### config.mk
export PLATFORM = sky130hd
export DESIGN_NAME = serial_rx_buf
export DESIGN_NICKNAME = d
export VERILOG_FILES = /design/src/rtl/rxb_pkg.sv /design/src/rtl/rxb_sync.sv /design/src/rtl/rxb_framer.sv /design/src/rtl/rxb_fifo.sv /design/src/rtl/serial_rx_buf.sv
export SDC_FILE = /design/constraint.sdc
export NUM_CORES = 1
export LEC_CHECK = 0
export ABC_CLOCK_PERIOD_IN_PS = 6900
export BUFFER_PORTS_ARGS = -buffer_cell sky130_fd_sc_hd__buf_2
export CAP_MARGIN = 10
export CORE_MARGIN = 2
export CORE_UTILIZATION = 65
export DETAILED_ROUTE_END_ITERATION = 8
export PLACE_DENSITY = 0.85
export SYNTH_ARGS = -nofsm -noshare
export SYNTH_HDL_FRONTEND = slang
export SYNTH_SLANG_ARGS = --single-unit
### constraint.sdc
create_clock -name clk -period 6.9 [get_ports clk]
set_input_delay 1.035 -clock clk [delete_from_list [all_inputs] [get_ports clk]]
set_output_delay 1.035 -clock clk [all_outputs]
set_load 0.01 [all_outputs]
### src/rtl/rxb_pkg.sv
`timescale 1ns/1ps
package rxb_pkg;
  localparam int CHAR_W = 8;

  typedef enum logic [2:0] {
    ST_IDLE, ST_START, ST_DATA, ST_PAR, ST_STOP, ST_BRKW
  } rx_state_e;

  localparam logic [1:0] PAR_NONE  = 2'd0;
  localparam logic [1:0] PAR_EVEN  = 2'd1;
  localparam logic [1:0] PAR_ODD   = 2'd2;
  localparam logic [1:0] PAR_FIXED = 2'd3;

  typedef struct packed {
    logic              brk;
    logic              fe;
    logic              pe;
    logic [CHAR_W-1:0] data;
  } rx_char_t;
endpackage

### src/rtl/rxb_sync.sv
`timescale 1ns/1ps
module rxb_sync #(
  parameter int STAGES = 2
) (
  input  logic clk,
  input  logic rst_n,
  input  logic d,
  output logic q
);
  logic [STAGES-1:0] chain;

  generate
    if (STAGES == 1) begin : g_one
      always_ff @(posedge clk) begin
        if (!rst_n) chain <= '1;
        else        chain <= d;
      end
    end else begin : g_many
      always_ff @(posedge clk) begin
        if (!rst_n) chain <= '1;
        else        chain <= {chain[STAGES-2:0], d};
      end
    end
  endgenerate

  assign q = chain[STAGES-1];
endmodule

### src/rtl/rxb_framer.sv
`timescale 1ns/1ps
module rxb_framer
  import rxb_pkg::*;
#(
  parameter int OSR = 16
) (
  input  logic        clk,
  input  logic        rst_n,
  input  logic        tick,
  input  logic        rx,
  input  logic [1:0]  len_sel,
  input  logic [1:0]  par_mode,
  input  logic        par_force,
  output logic        push,
  output rx_char_t    push_char,
  output logic        brk_start,
  output logic        brk_end
);
  localparam int TW = $clog2(OSR);
  localparam int BW = $clog2(CHAR_W);
  localparam logic [TW-1:0] T_MID = TW'(OSR/2 - 1);
  localparam logic [TW-1:0] T_END = TW'(OSR - 1);

  rx_state_e         state;
  logic [TW-1:0]     tcnt;
  logic [BW-1:0]     bcnt;
  logic [CHAR_W-1:0] shreg;
  logic              par_acc, par_bit, any_one;
  logic [BW-1:0]     last_idx;
  logic              exp_par, pe_now;

  assign last_idx = BW'(4) + BW'(len_sel);

  always_comb begin
    unique case (par_mode)
      PAR_EVEN: exp_par = par_acc;
      PAR_ODD:  exp_par = ~par_acc;
      default:  exp_par = par_force;
    endcase
    pe_now = (par_mode != PAR_NONE) && (par_bit != exp_par);
  end

  always_ff @(posedge clk) begin
    if (!rst_n) begin
      state     <= ST_IDLE;
      tcnt      <= '0;
      bcnt      <= '0;
      shreg     <= '0;
      par_acc   <= 1'b0;
      par_bit   <= 1'b0;
      any_one   <= 1'b0;
      push      <= 1'b0;
      push_char <= '0;
      brk_start <= 1'b0;
      brk_end   <= 1'b0;
    end else begin
      push      <= 1'b0;
      brk_start <= 1'b0;
      brk_end   <= 1'b0;
      if (tick) begin
        unique case (state)
          ST_IDLE: if (!rx) begin
            state <= ST_START;
            tcnt  <= '0;
          end
          ST_START: begin
            if (tcnt == T_MID) begin
              tcnt    <= '0;
              bcnt    <= '0;
              shreg   <= '0;
              par_acc <= 1'b0;
              any_one <= 1'b0;
              state   <= rx ? ST_IDLE : ST_DATA;
            end else tcnt <= tcnt + 1'b1;
          end
          ST_DATA: begin
            if (tcnt == T_END) begin
              tcnt        <= '0;
              shreg[bcnt] <= rx;
              par_acc     <= par_acc ^ rx;
              any_one     <= any_one | rx;
              if (bcnt == last_idx)
                state <= (par_mode != PAR_NONE) ? ST_PAR : ST_STOP;
              else
                bcnt <= bcnt + 1'b1;
            end else tcnt <= tcnt + 1'b1;
          end
          ST_PAR: begin
            if (tcnt == T_END) begin
              tcnt    <= '0;
              par_bit <= rx;
              any_one <= any_one | rx;
              state   <= ST_STOP;
            end else tcnt <= tcnt + 1'b1;
          end
          ST_STOP: begin
            if (tcnt == T_END) begin
              tcnt <= '0;
              push <= 1'b1;
              if (rx) begin
                push_char <= '{brk: 1'b0, fe: 1'b0, pe: pe_now, data: shreg};
                state     <= ST_IDLE;
              end else if (!any_one) begin
                push_char <= '{brk: 1'b1, fe: 1'b1, pe: 1'b0, data: '0};
                brk_start <= 1'b1;
                state     <= ST_BRKW;
              end else begin
                push_char <= '{brk: 1'b0, fe: 1'b1, pe: pe_now, data: shreg};
                bcnt      <= '0;
                shreg     <= '0;
                par_acc   <= 1'b0;
                any_one   <= 1'b0;
                state     <= ST_DATA;
              end
            end else tcnt <= tcnt + 1'b1;
          end
          ST_BRKW: if (rx) begin
            brk_end <= 1'b1;
            state   <= ST_IDLE;
          end
          default: state <= ST_IDLE;
        endcase
      end
    end
  end


  false_start_chk: assert property (@(posedge clk) disable iff (!rst_n)
    (state == ST_START && tick && tcnt == T_MID && rx) |=> (state == ST_IDLE && !push));


  brk_quiet_chk: assert property (@(posedge clk) disable iff (!rst_n)
    (state == ST_BRKW && $past(state) == ST_BRKW) |-> !push);


  brk_entry_chk: assert property (@(posedge clk) disable iff (!rst_n)
    brk_start |-> (push && push_char.brk && push_char.data == '0));


  brk_end_chk: assert property (@(posedge clk) disable iff (!rst_n)
    brk_end |-> $past(state) == ST_BRKW);
endmodule

### src/rtl/rxb_fifo.sv
`timescale 1ns/1ps
module rxb_fifo #(
  parameter int W     = 11,
  parameter int DEPTH = 4
) (
  input  logic         clk,
  input  logic         rst_n,
  input  logic         wr_en,
  input  logic [W-1:0] wr_data,
  input  logic         rd_ready,
  output logic         rd_valid,
  output logic [W-1:0] rd_data,
  output logic         rd_ovr,
  output logic         full
);
  localparam int AW = $clog2(DEPTH);

  logic [W-1:0]  mem   [DEPTH];
  logic [DEPTH-1:0] ovr_q;
  logic [AW-1:0] wptr, rptr;
  logic [AW:0]   count;
  logic          do_pop, do_push, ovr_set;

  assign rd_valid = (count != '0);
  assign full     = (count == (AW+1)'(DEPTH));
  assign do_pop   = rd_valid && rd_ready;
  assign do_push  = wr_en && (!full || do_pop);
  assign ovr_set  = wr_en && full && !do_pop;
  assign rd_data  = mem[rptr];
  assign rd_ovr   = ovr_q[rptr];

  always_ff @(posedge clk) begin
    if (do_push) mem[wptr] <= wr_data;
  end

  always_ff @(posedge clk) begin
    if (!rst_n) begin
      wptr  <= '0;
      rptr  <= '0;
      count <= '0;
      ovr_q <= '0;
    end else begin
      if (do_push) begin
        wptr        <= wptr + 1'b1;
        ovr_q[wptr] <= 1'b0;
      end
      if (ovr_set) ovr_q[wptr - 1'b1] <= 1'b1;
      if (do_pop) rptr <= rptr + 1'b1;
      if (do_push && !do_pop)      count <= count + 1'b1;
      else if (do_pop && !do_push) count <= count - 1'b1;
    end
  end


  count_bound_chk: assert property (@(posedge clk) disable iff (!rst_n)
    count <= (AW+1)'(DEPTH));


  drain_chk: assert property (@(posedge clk) disable iff (!rst_n)
    (count == 1 && do_pop && !wr_en) |=> !rd_valid);


  overrun_hold_chk: assert property (@(posedge clk) disable iff (!rst_n)
    ovr_set |=> (full && $stable(rptr) && $stable(wptr)));


  push_pop_full_chk: assert property (@(posedge clk) disable iff (!rst_n)
    (full && wr_en && do_pop) |=> full);
endmodule

### src/rtl/serial_rx_buf.sv
`timescale 1ns/1ps
module serial_rx_buf
  import rxb_pkg::*;
#(
  parameter int OSR         = 16,
  parameter int DEPTH       = 4,
  parameter int SYNC_STAGES = 2
) (
  input  logic       clk,
  input  logic       rst_n,
  input  logic       rx_tick,
  input  logic       rx_line,
  input  logic [1:0] len_sel,
  input  logic [1:0] par_mode,
  input  logic       par_force,
  input  logic       flow_en,
  output logic       out_valid,
  input  logic       out_ready,
  output logic [7:0] out_data,
  output logic [3:0] out_stat,
  output logic       buf_full,
  output logic       rts_n,
  output logic       brk_start,
  output logic       brk_end
);
  localparam int ENTRY_W = $bits(rx_char_t);

  logic     rx_s, push, head_ovr;
  rx_char_t push_char, head;

  rxb_sync #(.STAGES(SYNC_STAGES)) u_sync (
    .clk(clk), .rst_n(rst_n), .d(rx_line), .q(rx_s)
  );

  rxb_framer #(.OSR(OSR)) u_framer (
    .clk(clk), .rst_n(rst_n), .tick(rx_tick), .rx(rx_s),
    .len_sel(len_sel), .par_mode(par_mode), .par_force(par_force),
    .push(push), .push_char(push_char),
    .brk_start(brk_start), .brk_end(brk_end)
  );

  rxb_fifo #(.W(ENTRY_W), .DEPTH(DEPTH)) u_fifo (
    .clk(clk), .rst_n(rst_n), .wr_en(push), .wr_data(push_char),
    .rd_ready(out_ready), .rd_valid(out_valid), .rd_data(head),
    .rd_ovr(head_ovr), .full(buf_full)
  );

  assign out_data = head.data;
  assign out_stat = {head_ovr, head.brk, head.fe, head.pe};
  assign rts_n    = flow_en & buf_full;


  head_hold_chk: assert property (@(posedge clk) disable iff (!rst_n)
    (out_valid && !out_ready) |=> (out_valid && $stable(out_data) && $stable(out_stat[2:0])));


  rts_full_chk: assert property (@(posedge clk) disable iff (!rst_n)
    (flow_en && $rose(buf_full)) |-> rts_n);
endmodule

==> metrics.md, run 1 <==
| Metric | Value |
|---|---|
| DRC viols | `0` |
| Post-synth top area cell | `edfxtp_1` |
| WHS Endpoint | `u_sync.chain[1]` |
| End of the worst register-to-register path | `u_fifo.count[2]` |
| Initial antenna violation count | `0` |
| Global Route Usage Sum | `0.212` |
| Cells after DPL | `439` |
| Clk Latency, worst-skew pair | `350 ps` |
| Unrepaired setup endpoints after global routing | `false` |
| Largest net degree at the start of global routing | `52` |
| I/O Buffers | `27` |
| Vias in the first global route | `2642` |
| Arr. time, crit path | `1900 ps` |
| Max-slew violation count | `0` |
| Maximum clock path buffer count | `2` |
| Seq/Total Area, Yosys | `0.540` |
| Total power | `0.968 mW` |
| Cells on worst reg2reg path | `8` |
| Crit path buf inv count | `1` |
| Status | `completed` |
| Root Driver | `clkbuf_8` |
| Hold_sp | `u_sync.chain[0]` |
| Setup TNS | `0 ps` |
| Critical path class | `reg2out` |
| Post_cts resized | `0` |
| WP data required | `5860 ps` |
| Fmax | `0.341 GHz` |
| Critical Path Max Stage Delay | `790 ps` |
| Via density | `6.11` |
| Tmin final | `2930 ps` |
| Drt first pass iters | `5` |
| HPWL after DPL | `4950 µm` |
| Max_cap viols | `0` |
| Worst slew pin tran | `889 ps` |
| IO Count | `28` |
| Worst rel slew slack | `0.408` |
| CTS tree | `done` |
| Die W | `85.4 µm` |
| Final Skew | `10.4 ps` |
| R2r setup slk | `4520 ps` |
| Hold buffer count at cts | `0` |
| Ys flop type | `dfxtp_1` |
| Post-CTS Setup Bufs | `0` |
| CP top delay family | `flip-flops` |
| Synth top area share | `0.307` |
| Flop pwr share | `0.601` |
| Setup crit end kind | `output port` |
| Mapped cell area | `4300 µm²` |
| Num Clock Sinks | `94` |
| Antenna Violating Nets Remaining | `0` |
| Die height | `85.4 µm` |
| Number of synthesized flops with an enable pin | `44` |
| Power Internal | `0.735 mW` |
| Congestion Overflow GR | `0` |
| Detailed Route WL | `7330 µm` |
| Final period util | `0.425` |
| Mapped Nets | `383` |
| Syn-to-layout area delta | `6.92%` |
| Multi-input logic area | `1790 µm²` |
| Ant diodes | `0` |
| Switching Share | `0.241` |
| Initial core utilization | `0.674` |
| Register area | `2320 µm²` |
| Routed len/inst | `16.1 µm` |
| Slowest cell on crit path | `dfxtp_1` |
| RD Place Congestion | `0.828` |
| Num CTS Buffers | `9` |
| Initial DRC count | `148` |
| Non-filler cells, final | `455` |
| Pwr/cell area | `210 nW/µm²` |
| H-Tree Depth | `3` |
| Share of cells above drive strength 1 | `0.180` |
| Netlist cell types | `64` |
| Syn_area_per_cell | `11.9 µm²` |
| CTS clk-pin slew, worst paths | `100 ps` |
| Hold WC Path Type | `reg2reg` |
| Std cell rows | `29` |
| Worst path cell trace | `mux4_2 -> buf_2` |
| Logic pwr share | `0.034` |
| First-pass GRT wire length | `12300 µm` |
| Synth Warn # | `0` |
| Final Hold Viols | `0` |
| Fill cells | `435` |
| Core area | `6390 µm²` |
| Crit-path max FO | `11` |
| Startpoint Class | `flop` |
| Synth async-reset ratio | `0` |
| Total Nets Final | `395` |
| Worst hold path cell count | `1` |
| Setup-failing EPs final | `0` |
| Leakage | `1.80 nW` |
| RR Startpoint | `u_fifo.count[0]` |
| NetSw | `0.233 mW` |
| Peak VDD IR | `0.173 mV` |
| Yosys reg bits | `94` |
| Die ar. | `7290 µm²` |
| Gate Count Post-Synth | `361` |
| DR vias | `2778` |
| Clk network pwr share | `0.365` |
| Synth top area cells | `edfxtp_1 (31%), dfxtp_1 (23%), mux4_2 (6.3%)` |
-- cells by family (layout without fill, tap and decap cells) --
family	Yosys count	after routing	synth area share
flip-flops	94	94	0.540
AND/OR/NAND/NOR	111	111	0.156
adder cells (fa/ha/maj)	11	11	0.0337
XOR/XNOR	8	8	0.0163
buffers and inverters	44	61	0.0453
multiplexers	21	21	0.0837
AO/OA/AOI/OAI	72	72	0.126
-- cell type report --
| class | count | share of cell area |
|---|---|---|
| Timing Repair Buffer | 27 | 0.0294 |
| Multi-Input combinational cell | 223 | 0.388 |
| Inverter | 18 | 0.0147 |
| Tap cell | 77 | 0.0209 |
| Sequential cell | 94 | 0.505 |
| Clock buffer | 9 | 0.0269 |
| Clock inverter | 7 | 0.0152 |
-- worst max path at each step --
stage / from / end / slack, ps / cells after the start
floorplan: out_ready / u_fifo.count[2] / 4020 / 9
global placement: out_ready / u_fifo.count[2] / 3870 / 9
detailed placement: out_ready / u_fifo.count[2] / 3810 / 9
CTS: flop / out_data[4] / 3910 / 2
global route: flop / out_data[2] / 3810 / 2
finish: flop / out_data[4] / 3970 / 2
-- Yosys cell counts, drive strengths merged, types with 6 or more instances --
cell type	number
a21oi	6
a22o	9
and2	9
buf	14
clkbuf	12
dfxtp	50
edfxtp	44
ha	10
inv	18
mux2i	9
mux4	12
nand2	22
nand2b	8
nand3	11
nor2	11
nor2b	9
nor4	7
o21ai	12
o22ai	10
-- cells in the final DEF (no fill, tap or decap), types with 10 or more instances in the layout --
| master | count |
|---|---|
| dfxtp_1 | 50 |
| edfxtp_1 | 44 |
| buf_2 | 27 |
| nand2_1 | 22 |
| inv_1 | 18 |
| mux4_2 | 12 |
| o21ai_0 | 11 |
| nand3_1 | 11 |
| nor2_1 | 11 |
| o22ai_1 | 10 |
| ha_1 | 10 |
-- per-layer routing --
layer,vias to the layer above,wire length [µm],GRT usage
li1,1373,-,-
met4,0,47,0.0563
met2,76,3660,0.352
met1,1325,3280,0.276
met3,4,339,0.0613
met5,-,0,0
-- stage by stage --
step	utilization	hold slack, ps	area [µm²]	worst slack [ps]
final	0.721	432	4600	3970
after global routing	0.721	470	4600	3810
after CTS	0.721	432	4600	3910
after detailed placement	0.690	409	4410	3810
after global placement	0.690	391	4410	3870
after floorplan	-	386	4300	4020
-- flip-flops by register name, summed over array words and instances, names as in the netlist, 2 cells and up, named ones only --
| signal | flops |
|---|---|
| u_fifo.wptr | 2 |
| u_fifo.mem | 44 |
| u_framer.shreg | 8 |
| u_framer.state | 3 |
| u_fifo.ovr_q | 4 |
| u_framer.push_char | 11 |
| u_fifo.rptr | 2 |
| u_fifo.count | 3 |
| u_framer.tcnt | 4 |
| u_sync.chain | 2 |
| u_framer.bcnt | 3 |
-- power groups by stage --
| stage | clock network (mW) | registers (mW) | logic [mW] |
|---|---|---|---|
| finish | 0.353 | 0.582 | 0.0329 |
| detailed placement | 0 | 0.595 | 0.0329 |
| global placement | 0 | 0.595 | 0.0319 |
| global route | 0.383 | 0.582 | 0.0372 |
| CTS | 0.362 | 0.582 | 0.0330 |
| floorplan | 0 | 0.593 | 0.0271 |
Power figures use the tool's default switching activity.
==> inputs of run 2 (changes only) <==
--- a/config.mk
+++ b/config.mk
@@ -5,13 +5,13 @@
 export SDC_FILE = /design/constraint.sdc
 export NUM_CORES = 1
 export LEC_CHECK = 0
-export ABC_CLOCK_PERIOD_IN_PS = 6900
+export ABC_CLOCK_PERIOD_IN_PS = 2400
 export BUFFER_PORTS_ARGS = -buffer_cell sky130_fd_sc_hd__buf_2
 export CAP_MARGIN = 10
 export CORE_MARGIN = 2
-export CORE_UTILIZATION = 65
+export CORE_UTILIZATION = 54
 export DETAILED_ROUTE_END_ITERATION = 8
-export PLACE_DENSITY = 0.85
+export PLACE_DENSITY = 0.75
 export SYNTH_ARGS = -nofsm -noshare
 export SYNTH_HDL_FRONTEND = slang
 export SYNTH_SLANG_ARGS = --single-unit
==> constraint.sdc (replaced) <==
create_clock -name clk -period 2.4 [get_ports clk]
set_input_delay 0.36 -clock clk [delete_from_list [all_inputs] [get_ports clk]]
set_output_delay 0.36 -clock clk [all_outputs]
set_load 0.01 [all_outputs]
==> metrics.md, run 2 (synthesis results as in run 1) <==
| Metric | Value |
|---|---|
| Syn-to-layout area delta | `9.27%` |
| Final Cell Area | `4700 µm²` |
| Largest net degree at the start of global routing | `31` |
| Antenna Violating Nets Remaining | `0` |
| DRC viols | `0` |
| Fill cells | `604` |
| Unrepaired setup endpoints after global routing | `false` |
| Maximum clock path buffer count | `2` |
| Leakage | `1.84 nW` |
| Final period util | `0.947` |
| Initial DRC count | `108` |
| Max-slew violation count | `0` |
| Critical Path Max Stage Delay | `450 ps` |
| Num CTS Buffers | `9` |
| RD Place Congestion | `0.798` |
| Total power | `2.79 mW` |
| Crit-path max FO | `5` |
| Worst slew pin tran | `940 ps` |
| Final Hold Viols | `0` |
| Most common cell after layout, fill and taps aside | `dfxtp_1` |
| Setup WS post-layout | `128 ps` |
| Die W | `93.3 µm` |
| Die height | `93.3 µm` |
| Arr. time, crit path | `2570 ps` |
| CP top delay family | `simple AND/OR/NAND/NOR gates` |
| Startpoint Class | `flop` |
| Core area | `7730 µm²` |
| Drt first pass iters | `4` |
| Non-filler cells, final | `488` |
| Crit path from | `u_fifo.count[0]` |
| Crit path buf inv count | `1` |
| Detailed Route WL | `7580 µm` |
| Most frequent cells in the layout | `dfxtp_1 (49), edfxtp_1 (44), buf_2 (27)` |
| Total Nets Final | `403` |
| Tmin final | `2270 ps` |
| Max_cap viols | `0` |
| Final Skew | `11.1 ps` |
| Root Driver | `clkbuf_8` |
| Num Clock Sinks | `94` |
| End of the worst register-to-register path | `u_fifo.count[2]` |
| Setup crit end kind | `flop` |
| Status | `completed` |
| Clk Latency, worst-skew pair | `360 ps` |
| Via density | `5.81` |
| Most frequent CP cell | `or3_1` |
| Core Util, Final | `0.609` |
| Initial core utilization | `0.557` |
| Pre-CTS WS | `78.6 ps` |
| WP data required | `2700 ps` |
| Vias in the first global route | `2718` |
| Std cell rows | `32` |
| Setup-failing EPs final | `0` |
| Cells after DPL | `472` |
| Critical path class | `reg2reg` |
| Crit. path cell count | `8` |
| Cells on worst reg2reg path | `8` |
| Pwr/cell area | `592 nW/µm²` |
| Hold_sp | `rx_line` |
| Peak VDD IR | `0.319 mV` |
| Hold WC Path Type | `in2reg` |
| First-pass GRT wire length | `13100 µm` |
| Share of cells above drive strength 1 | `0.205` |
| Hold_ws | `177 ps` |
| DR vias | `2837` |
| Largest register FFs | `44` |
| Worst rel slew slack | `0.374` |
| I/O Buffers | `27` |
| Top flop regs | `u_fifo.mem x44, u_framer.push_char x11, u_framer.shreg x8` |
| Setup TNS | `0 ps` |
| R2r setup slk | `130 ps` |
| HPWL after DPL | `5200 µm` |
| CTS tree | `done` |
| Capture point of the worst path | `u_fifo.count[2]` |
| H-Tree Depth | `3` |
| Fmax | `0.440 GHz` |
| Congestion Overflow GR | `0` |
| Biggest register | `u_fifo.mem` |
| Worst path cell trace | `or3_1 -> nand2_2 -> ha_2 -> inv_1 -> fa_1 -> xor2_1 -> or3_1 -> a21boi_1` |
| Die ar. | `8700 µm²` |
| Placed inst area | `4500 µm²` |
| Routed len/inst | `15.5 µm` |
| Initial antenna violation count | `0` |
| IO Count | `28` |
| RR Startpoint | `u_fifo.count[0]` |
| CTS clk-pin slew, worst paths | `100 ps` |
| Slowest cell on crit path | `fa_1` |
| Global Route Usage Sum | `0.192` |
| Ant diodes | `0` |
==> run 2: cell types whose count changed in the layout (fill, tap and decap cells not counted), sizes merged <==
cell      change
clkinv        +3
clkinvlp      -1
buf           +8
inv           -2
==> run 2: report_power, final <==
| part | total [mW] | switching [mW] | internal (mW) |
|---|---|---|---|
| sequential | 1.67 | 0.00774 | 1.66 |
| clock | 1.01 | 0.604 | 0.409 |
| combinational | 0.102 | 0.0620 | 0.0398 |
| total | 2.79 | 0.674 | 2.11 |
==> run 2: how the worst min path moves through the flow <==
stage	to	slack, ps	cells past startpoint
finish	u_sync.chain[0]	180	2
global route	u_sync.chain[0]	190	2
CTS	u_sync.chain[0]	160	2
detailed placement	u_sync.chain[1]	400	1
global placement	u_sync.chain[1]	390	1
floorplan	u_sync.chain[1]	390	1
==> run 2: worst register-to-register path, delay by kind of cell, from the launching register on <==
| kind | cells | cell delay [ps] |
|---|---|---|
| adders and majority gates | 2 | 640 |
| DFF | 1 | 370 |
| AOI/OAI and AO/OA | 1 | 140 |
| xor gates and xnor gates | 1 | 180 |
| and+or+nand+nor | 3 | 830 |
| buffers and inverters | 1 | 60 |
==> run 2: area by class of cell <==
type                    instances  area (µm²)  area share
flip-flops and latches         94        2320       0.494
multi-input cells             223        1790       0.381
repair buffers                 35         195      0.0415
well taps                     102         128      0.0271
clock buffers                   9         124      0.0263
clock inverters                 7        73.8      0.0157
inverters                      18        67.6      0.0144
==> run 2: repair_timing <==
item,4_1_cts,5_1_grt
buffers inserted,0,0
gates resized for setup,0,4
hold buffers,0,0
setup endpoints to repair,0,1
==> run 2: layer usage <==
metal | up-vias | GRT usage | part of all wire | wire (µm)
met3 | 12 | 0.0298 | 0.036 | 271
met1 | 1377 | 0.254 | 0.46 | 3510
met2 | 55 | 0.321 | 0.49 | 3680
li1 | 1393 | - | - | -
met4 | 0 | 0.0723 | 0.016 | 118
met5 | - | 0 | 0 | 0
==> inputs of run 3 (changes only) <==
--- a/config.mk
+++ b/config.mk
@@ -6,12 +6,14 @@
 export NUM_CORES = 1
 export LEC_CHECK = 0
 export ABC_CLOCK_PERIOD_IN_PS = 2400
-export BUFFER_PORTS_ARGS = -buffer_cell sky130_fd_sc_hd__buf_2
 export CAP_MARGIN = 10
+export CELL_PAD_IN_SITES_DETAIL_PLACEMENT = 0
+export CELL_PAD_IN_SITES_GLOBAL_PLACEMENT = 1
 export CORE_MARGIN = 2
-export CORE_UTILIZATION = 54
+export CORE_UTILIZATION = 46
 export DETAILED_ROUTE_END_ITERATION = 8
-export PLACE_DENSITY = 0.75
+export DONT_BUFFER_PORTS = 1
+export PLACE_DENSITY_LB_ADDON = 0.1
 export SYNTH_ARGS = -nofsm -noshare
 export SYNTH_HDL_FRONTEND = slang
 export SYNTH_SLANG_ARGS = --single-unit
==> metrics.md, run 3 (synthesis results as in run 1) <==
| Metric | Value |
|---|---|
| Status | `completed` |
| Setup-failing EPs final | `0` |
| Largest register FFs | `44` |
| Clk Latency, worst-skew pair | `360 ps` |
| Antenna Violating Nets Remaining | `0` |
| Critical path class | `reg2reg` |
| Total Nets Final | `376` |
| Root Driver | `clkbuf_8` |
| RD Place Congestion | `0.771` |
| Worst rel slew slack | `0.372` |
| Die height | `101 µm` |
| Top flop regs | `u_fifo.mem x44, u_framer.push_char x11, u_framer.shreg x8` |
| Largest net degree at the start of global routing | `52` |
| Core area | `9150 µm²` |
| Non-filler cells, final | `470` |
| Peak VDD IR | `0.301 mV` |
| Fill cells | `802` |
| H-Tree Depth | `3` |
| Total power | `2.96 mW` |
| Switching Share | `0.221` |
| Initial DRC count | `111` |
| Num Clock Sinks | `94` |
| Num CTS Buffers | `9` |
| Syn-to-layout area delta | `7.09%` |
| Worst path cell trace | `or3_1 -> nand2_1 -> ha_1 -> inv_1 -> fa_1 -> xor2_1 -> or3_1 -> a21boi_0` |
| Crit-path max FO | `5` |
| Post-CTS Setup Bufs | `0` |
| Max-slew violation count | `0` |
| Unrepaired setup endpoints after global routing | `false` |
| Power Internal | `2.31 mW` |
| Logic pwr share | `0.026` |
| Clk network pwr share | `0.410` |
| CTS clk-pin slew, worst paths | `100 ps` |
| WP data required | `2690 ps` |
| Maximum clock path buffer count | `2` |
| Arr. time, crit path | `2520 ps` |
| DR vias | `2678` |
| Most frequent CP cell | `or3_1` |
| Initial antenna violation count | `0` |
| Most common cell after layout, fill and taps aside | `dfxtp_1` |
| Ant diodes | `0` |
| Initial core utilization | `0.470` |
| Detailed Route WL | `7930 µm` |
| Fmax | `0.447 GHz` |
| Cells after DPL | `454` |
| Vias in the first global route | `2647` |
| Via density | `5.70` |
| Hold_ws | `80.9 ps` |
| Global Route Usage Sum | `0.168` |
| NetSw | `0.654 mW` |
| Pwr/cell area | `643 nW/µm²` |
| Std cell rows | `35` |
| Hold buffer count at cts | `0` |
| Post_cts resized | `0` |
| I/O Buffers | `0` |
| Routed len/inst | `16.9 µm` |
| Register area | `2320 µm²` |
| Most frequent cells in the layout | `dfxtp_1 (50), edfxtp_1 (44), nand2_1 (22)` |
| Final Hold Viols | `0` |
| Setup crit end kind | `flop` |
| Drt first pass iters | `4` |
| Final period util | `0.932` |
| Die W | `101 µm` |
| Tmin final | `2240 ps` |
| Critical Path Max Stage Delay | `430 ps` |
| Max_cap viols | `0` |
| Multi-input logic area | `1790 µm²` |
| Die ar. | `10100 µm²` |
| Leakage | `1.72 nW` |
| Share of cells above drive strength 1 | `0.136` |
| Congestion Overflow GR | `0` |
| IO Count | `28` |
| Final Skew | `13.7 ps` |
| Biggest register | `u_fifo.mem` |
| DRC viols | `0` |
| CTS tree | `done` |
| Flop pwr share | `0.564` |
| Worst slew pin tran | `942 ps` |
| Slowest cell on crit path | `fa_1` |
| Startpoint Class | `flop` |
| First-pass GRT wire length | `13300 µm` |
| Setup TNS | `0 ps` |
| Hold WC Path Type | `in2reg` |
| HPWL after DPL | `5340 µm` |
[run 3: power groups by stage]
| stage | Combinational, mW | Clock, mW | Sequential [mW] |
|---|---|---|---|
| floorplan | 0.0780 | 0 | 1.70 |
| global placement | 0.0776 | 0 | 1.71 |
| detailed placement | 0.0777 | 0 | 1.71 |
| CTS | 0.0782 | 1.25 | 1.67 |
| global route | 0.0871 | 1.31 | 1.67 |
| finish | 0.0783 | 1.21 | 1.67 |
[run 3: area by class of cell]
cell class,count,share of cell area
Clock buffer,9,0.0269
Clock inverter,7,0.0239
Inverter,18,0.0147
Multi-Input combinational cell,223,0.388
Sequential cell,94,0.504
Tap cell,111,0.0301
Timing Repair Buffer,8,0.0130
[run 3: path summary, 6_finish.rpt]
check	from	to	slack [ps]	cells after the start
worst max-delay path	u_fifo.count[0]	u_fifo.count[2]	160	8
worst min-delay path	rst_n	u_sync.chain[0]	80	1
worst max register to register	u_fifo.count[0]	u_fifo.count[2]	160	8
worst min register to register	u_sync.chain[0]	u_sync.chain[1]	410	1
[run 3: critical path, delay by kind of cell, from the launching register on]
kind	cells	cell delay, ps
AOI/OAI and AO/OA	1	150
xor gates and xnor gates	1	160
adders and majority gates	2	620
buffers and inverters	1	70
DFF	1	370
and+or+nand+nor	3	800
[run 3: routing by layer]
metal,track usage,vias to the layer above,wire [µm]
met5,0,-,0
met4,0.0601,0,72
met3,0.0333,6,241
met2,0.270,47,3780
met1,0.228,1287,3840
li1,-,1338,-
[run 3: metrics by stage]
stage	utilization	area, µm²	worst slack, ps
floorplan	-	4300	165
global placement	0.478	4380	204
detailed placement	0.478	4380	164
CTS	0.504	4610	136
global route	0.504	4610	0.513
finish	0.504	4610	164
